--- config.mk ---
export PLATFORM = sky130hd
export DESIGN_NAME = mul32_periph
export DESIGN_NICKNAME = d
export VERILOG_FILES = /design/src/rtl/mul32_pkg.sv /design/src/rtl/mul32_wdec.sv /design/src/rtl/mul32_core.sv /design/src/rtl/mul32_rdmux.sv /design/src/rtl/mul32_periph.sv
export SDC_FILE = /design/constraint.sdc
export NUM_CORES = 2
export LEC_CHECK = 0
export ABC_AREA = 1
export CORE_MARGIN = 5
export CORE_UTILIZATION = 48
export DETAILED_ROUTE_END_ITERATION = 7
export GPL_TIMING_DRIVEN = 0
export SETUP_SLACK_MARGIN = 0.15
export SYNTH_ARGS = -nofsm -noshare
export SYNTH_HDL_FRONTEND = slang
export SYNTH_SLANG_ARGS = --single-unit
--- constraint.sdc ---
create_clock -name clk -period 8.4 [get_ports clk]
set_clock_uncertainty 0.05 [all_clocks]
set_input_delay 1.68 -clock clk [delete_from_list [all_inputs] [get_ports clk]]
set_output_delay 1.68 -clock clk [all_outputs]
set_load 0.1 [all_outputs]
--- src/rtl/mul32_pkg.sv ---
package mul32_pkg;
  localparam int unsigned BUS_W  = 16;
  localparam int unsigned ADDR_W = 8;
  localparam int unsigned OPW    = 2 * BUS_W;
  localparam int unsigned PRODW  = 2 * OPW;
  localparam int unsigned NWORDS = PRODW / BUS_W;

  localparam logic [ADDR_W-1:0] OFS_A_LO_U = 8'h00;
  localparam logic [ADDR_W-1:0] OFS_A_HI_U = 8'h02;
  localparam logic [ADDR_W-1:0] OFS_A_LO_S = 8'h04;
  localparam logic [ADDR_W-1:0] OFS_A_HI_S = 8'h06;
  localparam logic [ADDR_W-1:0] OFS_B_LO   = 8'h10;
  localparam logic [ADDR_W-1:0] OFS_B_HI   = 8'h12;
  localparam logic [ADDR_W-1:0] OFS_RES0   = 8'h14;

  typedef enum logic { MODE_UNS = 1'b0, MODE_SGN = 1'b1 } mul_mode_e;

  typedef struct packed {
    logic a_lo_u;
    logic a_lo_s;
    logic a_hi;
    logic b_lo;
    logic b_hi;
  } wr_dec_t;
endpackage

--- src/rtl/mul32_wdec.sv ---
module mul32_wdec
  import mul32_pkg::*;
(
  input  logic [ADDR_W-1:0] addr,
  input  logic              wr,
  output wr_dec_t           dec
);
  always_comb begin
    dec        = '0;
    dec.a_lo_u = wr && (addr == OFS_A_LO_U);
    dec.a_lo_s = wr && (addr == OFS_A_LO_S);
    dec.a_hi   = wr && ((addr == OFS_A_HI_U) || (addr == OFS_A_HI_S));
    dec.b_lo   = wr && (addr == OFS_B_LO);
    dec.b_hi   = wr && (addr == OFS_B_HI);
  end
endmodule

--- src/rtl/mul32_core.sv ---
module mul32_core
  import mul32_pkg::*;
(
  input  logic [OPW-1:0]   op_a,
  input  logic [OPW-1:0]   op_b,
  input  mul_mode_e        mode,
  output logic [PRODW-1:0] prod
);
  logic [PRODW-1:0] ext_a;
  logic [PRODW-1:0] ext_b;
  logic             fill_a;
  logic             fill_b;

  always_comb begin
    fill_a = (mode == MODE_SGN) && op_a[OPW-1];
    fill_b = (mode == MODE_SGN) && op_b[OPW-1];
    ext_a  = {{OPW{fill_a}}, op_a};
    ext_b  = {{OPW{fill_b}}, op_b};
    prod   = ext_a * ext_b;
  end
endmodule

--- src/rtl/mul32_rdmux.sv ---
module mul32_rdmux
  import mul32_pkg::*;
(
  input  logic [ADDR_W-1:0] addr,
  input  logic              rd,
  input  logic [PRODW-1:0]  prod,
  output logic [BUS_W-1:0]  rdata
);
  logic [NWORDS-1:0][BUS_W-1:0] sel;

  for (genvar w = 0; w < NWORDS; w++) begin : g_word
    localparam logic [ADDR_W-1:0] WOFS = OFS_RES0 + ADDR_W'(2 * w);
    assign sel[w] = (rd && addr == WOFS) ? prod[w*BUS_W +: BUS_W] : '0;
  end

  always_comb begin
    rdata = '0;
    for (int w = 0; w < NWORDS; w++) rdata = rdata | sel[w];
  end
endmodule

--- src/rtl/mul32_periph.sv ---
module mul32_periph
  import mul32_pkg::*;
(
  input  logic              clk,
  input  logic              rst_n,
  input  logic [ADDR_W-1:0] bus_addr,
  input  logic              bus_wr,
  input  logic [BUS_W-1:0]  bus_wdata,
  input  logic              bus_rd,
  output logic [BUS_W-1:0]  bus_rdata
);
  wr_dec_t          dec;
  logic [OPW-1:0]   op_a_q, op_a_d;
  logic [OPW-1:0]   op_b_q, op_b_d;
  mul_mode_e        mode_q, mode_d;
  logic [PRODW-1:0] prod_q, prod_comb;
  logic [OPW-1:0]   b_full;
  logic             en_a, en_b, en_p;

  mul32_wdec u_wdec (.addr(bus_addr), .wr(bus_wr), .dec(dec));

  always_comb begin
    op_a_d = op_a_q;
    mode_d = mode_q;
    op_b_d = op_b_q;
    en_a   = dec.a_lo_u | dec.a_lo_s | dec.a_hi;
    en_b   = dec.b_lo | dec.b_hi;
    en_p   = dec.b_hi;
    if (dec.a_lo_u) begin
      op_a_d = {{BUS_W{1'b0}}, bus_wdata};
      mode_d = MODE_UNS;
    end else if (dec.a_lo_s) begin
      op_a_d = {{BUS_W{1'b0}}, bus_wdata};
      mode_d = MODE_SGN;
    end else if (dec.a_hi) begin
      op_a_d = {bus_wdata, op_a_q[BUS_W-1:0]};
    end
    if (dec.b_lo)      op_b_d = {op_b_q[OPW-1:BUS_W], bus_wdata};
    else if (dec.b_hi) op_b_d = {bus_wdata, op_b_q[BUS_W-1:0]};
    b_full = {bus_wdata, op_b_q[BUS_W-1:0]};
  end

  mul32_core u_core (.op_a(op_a_q), .op_b(b_full), .mode(mode_q), .prod(prod_comb));

  always_ff @(posedge clk or negedge rst_n) begin
    if (!rst_n) begin
      op_a_q <= '0;
      op_b_q <= '0;
      mode_q <= MODE_UNS;
      prod_q <= '0;
    end else begin
      if (en_a) begin
        op_a_q <= op_a_d;
        mode_q <= mode_d;
      end
      if (en_b) op_b_q <= op_b_d;
      if (en_p) prod_q <= prod_comb;
    end
  end

  mul32_rdmux u_rd (.addr(bus_addr), .rd(bus_rd), .prod(prod_q), .rdata(bus_rdata));
endmodule

==> results.py <==
metrics = {
    "floorplanning": {
        "start_util_pct": 48.39,
        "dieArea_sq_um": 98580,
        "die_x_um": 314.0,
        "chipHeight_um": 314.0,
        "ios": 44,
        "row_count": 111,
        "coreArea_sq_um": 91660,
    },
    "detailed_routing": {
        "wirelength_um": 180100,
        "drc_errors": 0,
        "drt_iter0_drc": 3783,
        "final_antenna_net_count": 0,
        "drt_pre_antenna_iters": 6,
        "viasPerCell": 5.406,
        "drt-wirelength-per-cell_um": 26.42,
        "vias": 36860,
    },
    "placed_design": {
        "dp.cells": 6730,
        "port_buffers": 27,
        "gp_congestion": 1.046,
        "dpl.hpwl_um": 150700,
    },
    "synthesis": {
        "synth_ff_type": "dfrtp_1",
        "synth_nets": 6881,
        "avgSynthCellArea_sq_um": 8.040,
        "synth.most_common_cell": "inv_1",
        "synth_area_sq_um": 44350,
        "synthCells": 5516,
        "synthArstFlopShare_pct": 100.0,
        "synth_top_cell_by_area": "fa_1",
        "synth_common_cells": "inv_1, nand2_1, fa_1",
        "synth_cell_types": 45,
        "synth-edff-count": 0,
        "ys_top_cells_by_area": "fa_1, inv_1, nand2_1",
        "synth_warnings": 0,
        "ys_seq_area_share_pct": 6.376,
        "ys_seq_elements": 113,
        "synth_top_area_share_pct": 50.78,
    },
    "pwr": {
        "irDropWorstVdd_v": 0.0006002,
        "cellLeakagePower_nw": 26.46,
        "power_mw": 15.38,
        "p_per_area_nw_per_um2": 313.8,
    },
    "sta": {
        "finalMaxSlewViolations": 0,
        "relSlewSlack_pct": 11.94,
        "grt_setup_unrepaired": "yes",
        "tightestPinTransition_ps": 1321,
        "hold_viol": 0,
        "timing.hold.ws_ps": 422.2,
        "fmax_ghz": 0.1219,
        "setup_viol": 0,
        "min_period_ps": 8206,
        "fin_crit_sh_pct": 97.69,
    },
    "cells_and_area": {
        "final_cell_count_no_fill": 6817,
        "drive_gt1_share_pct": 9.133,
        "layout.nets": 6981,
        "syn_to_final_growth_pct": 10.48,
        "num-fill-cells": 8970,
    },
    "grt": {
        "grt_pass1_wl_um": 262100,
        "antenna_found_initial": 7,
        "first_global_vias": 38230,
        "track_usage_pct": 37.05,
        "grt_max_degree": 76,
        "overflow": 0,
    },
    "worst_setup_path": {
        "path_delay_family": "adder cells",
        "slowest_stage": "clkdlybuf4s15_1",
        "path_max_fanout": 10,
        "worstPathArrival_ps": 8450,
        "required_ps": 8650,
        "critPathKind": "flop to flop",
        "cp_num_buf_inv": 7,
        "worstSetupEndpointType": "flop",
        "slowest_delay_ps": 930,
        "cp-start-kind": "flop",
    },
    "clock_tree": {
        "clock_sinks": 113,
        "cts.root.buffer_cell": "clkbuf_16",
        "clk_pin_slew_ps": 70,
        "cts_tree": "done",
        "clkLatencyLatePin_ps": 440,
        "numCtsBuffers": 17,
        "holdBufCountCts": 0,
        "h-tree-depth": 4,
        "cts_buffer_depth": 2,
    },
    "flow_run": {
        "drv_cap": 0,
    },
    "run_status": {
        "status": "complete, no violations",
    },
    "min_path": {
        "hold_class": "flop to flop",
    },
}
==> layout make-up <==
cell class | instances | area [sq um] | area share [%]
sequential | 113 | 2831 | 5.779
inverter | 1625 | 6153 | 12.56
timing repair buffer | 86 | 767.0 | 1.565
clock inverter | 12 | 133.9 | 0.2732
buffer | 281 | 1896 | 3.869
antenna | 3 | 7.507 | 0.01532
clock buffer | 19 | 442.9 | 0.9040
multi-input combinational | 3492 | 35280 | 72.01
tap | 1186 | 1484 | 3.029
==> kinds of logic after synthesis <==
| family | share of synthesized area (%) |
|---|---|
| xor gates and xnor gates | 0.5332 |
| DFF | 6.376 |
| and+or+nand+nor | 16.53 |
| AOI/OAI and AO/OA | 3.577 |
| buffers and inverters | 16.23 |
| adders and majority gates | 56.76 |
==> per-stage QoR <==
stage	setup slack [ps]	setup TNS, ps	utilization [%]	cell area, sq um
3_5_place_dp	-1922	-71480	50.33	46140
6_report	194.1	0	53.45	49000
2_1_floorplan	390.1	0	-	44350
3_3_place_gp	-2114	-75050	50.30	46110
5_1_grt	73.52	0	53.45	48990
4_1_cts	132.1	0	52.20	47850
==> path summary, 6_finish.rpt <==
kind                           start    endpoint  slack (ps)  depth (start not counted)
min                        prod_q[1]   prod_q[1]         420                          2
min in group asynchronous      rst_n  prod_q[37]        1090                          1
min reg2reg                prod_q[1]   prod_q[1]         420                          2
max                        op_a_q[2]  prod_q[44]         190                         25
max in group asynchronous      rst_n  op_b_q[13]        6400                          2
max reg2reg                op_a_q[2]  prod_q[44]         190                         25
==> state kept, by name, indices dropped and copies added, names as in the netlist <==
register	flops
op_b_q	16
op_a_q	32
prod_q	64
mode_q	1
==> per-layer routing <==
| metal | up-vias | track usage [%] | share of wire [%] |
|---|---|---|---|
| li1 | 15650 | - | - |
| met1 | 18750 | 50.57 | 39 |
| met2 | 2000 | 55.70 | 43 |
| met3 | 443 | 8.637 | 11 |
| met4 | 6 | 19.15 | 6.9 |
| met5 | - | 0 | 0.026 |
==> power breakdown <==
group | internal [mW] | switching [mW]
Combinational | 4.93 | 9.07
Clock | 0.443 | 0.297
Sequential | 0.601 | 0.0421
==> what timing repair did <==
action,4_1_cts,5_1_grt
hold endpoints to repair,0,0
buffers inserted,30,28
pin swaps,14,50
setup endpoints to repair,45,40
resized for setup,296,438
==> layout by cell type, fill, tap and decap left out, drive strengths merged <==
master	Yosys	layout
nor2	203	203
o211ai	5	5
clkdlybuf4s50	0	26
clkdlybuf4s15	0	1
a221oi	1	1
or2	11	11
a21oi	98	98
nor3	23	23
ha	212	212
clkinv	2	9
diode	0	3
a21boi	1	1
nor4	3	3
nand3b	7	7
dfrtp	113	113
clkinvlp	0	11
o21bai	12	12
buf	13	122
o2111ai	7	7
a31oi	3	3
nand2	1460	1460
nand4	28	28
inv	1623	1615
o21a	5	5
a21o	6	6
xnor2	22	22
o22ai	4	4
nand3	104	104
bufinv	0	2
o21ai	142	142
xor2	5	5
a22oi	5	5
fa	1125	1125
clkbuf	273	237
==> worst register-to-register path, cell delays in order (launching register included) <==
cell and delay [ps]:
dfrtp_1 320, clkbuf_1 460, clkdlybuf4s15_1 930, nand2_1 210, fa_2 670, fa_1 420
inv_1 70, fa_1 430, fa_1 530, fa_2 630, inv_1 60, fa_1 480
inv_1 50, fa_1 400, inv_1 100, fa_2 490, inv_1 110, ha_4 230
a21oi_1 230, o21ai_0 170, a21oi_2 230, nor2_1 100, nor2_1 250, nand4_1 130
nand3_1 180, o21ai_1 90
No activity file was read; power rests on OpenSTA's default activity.
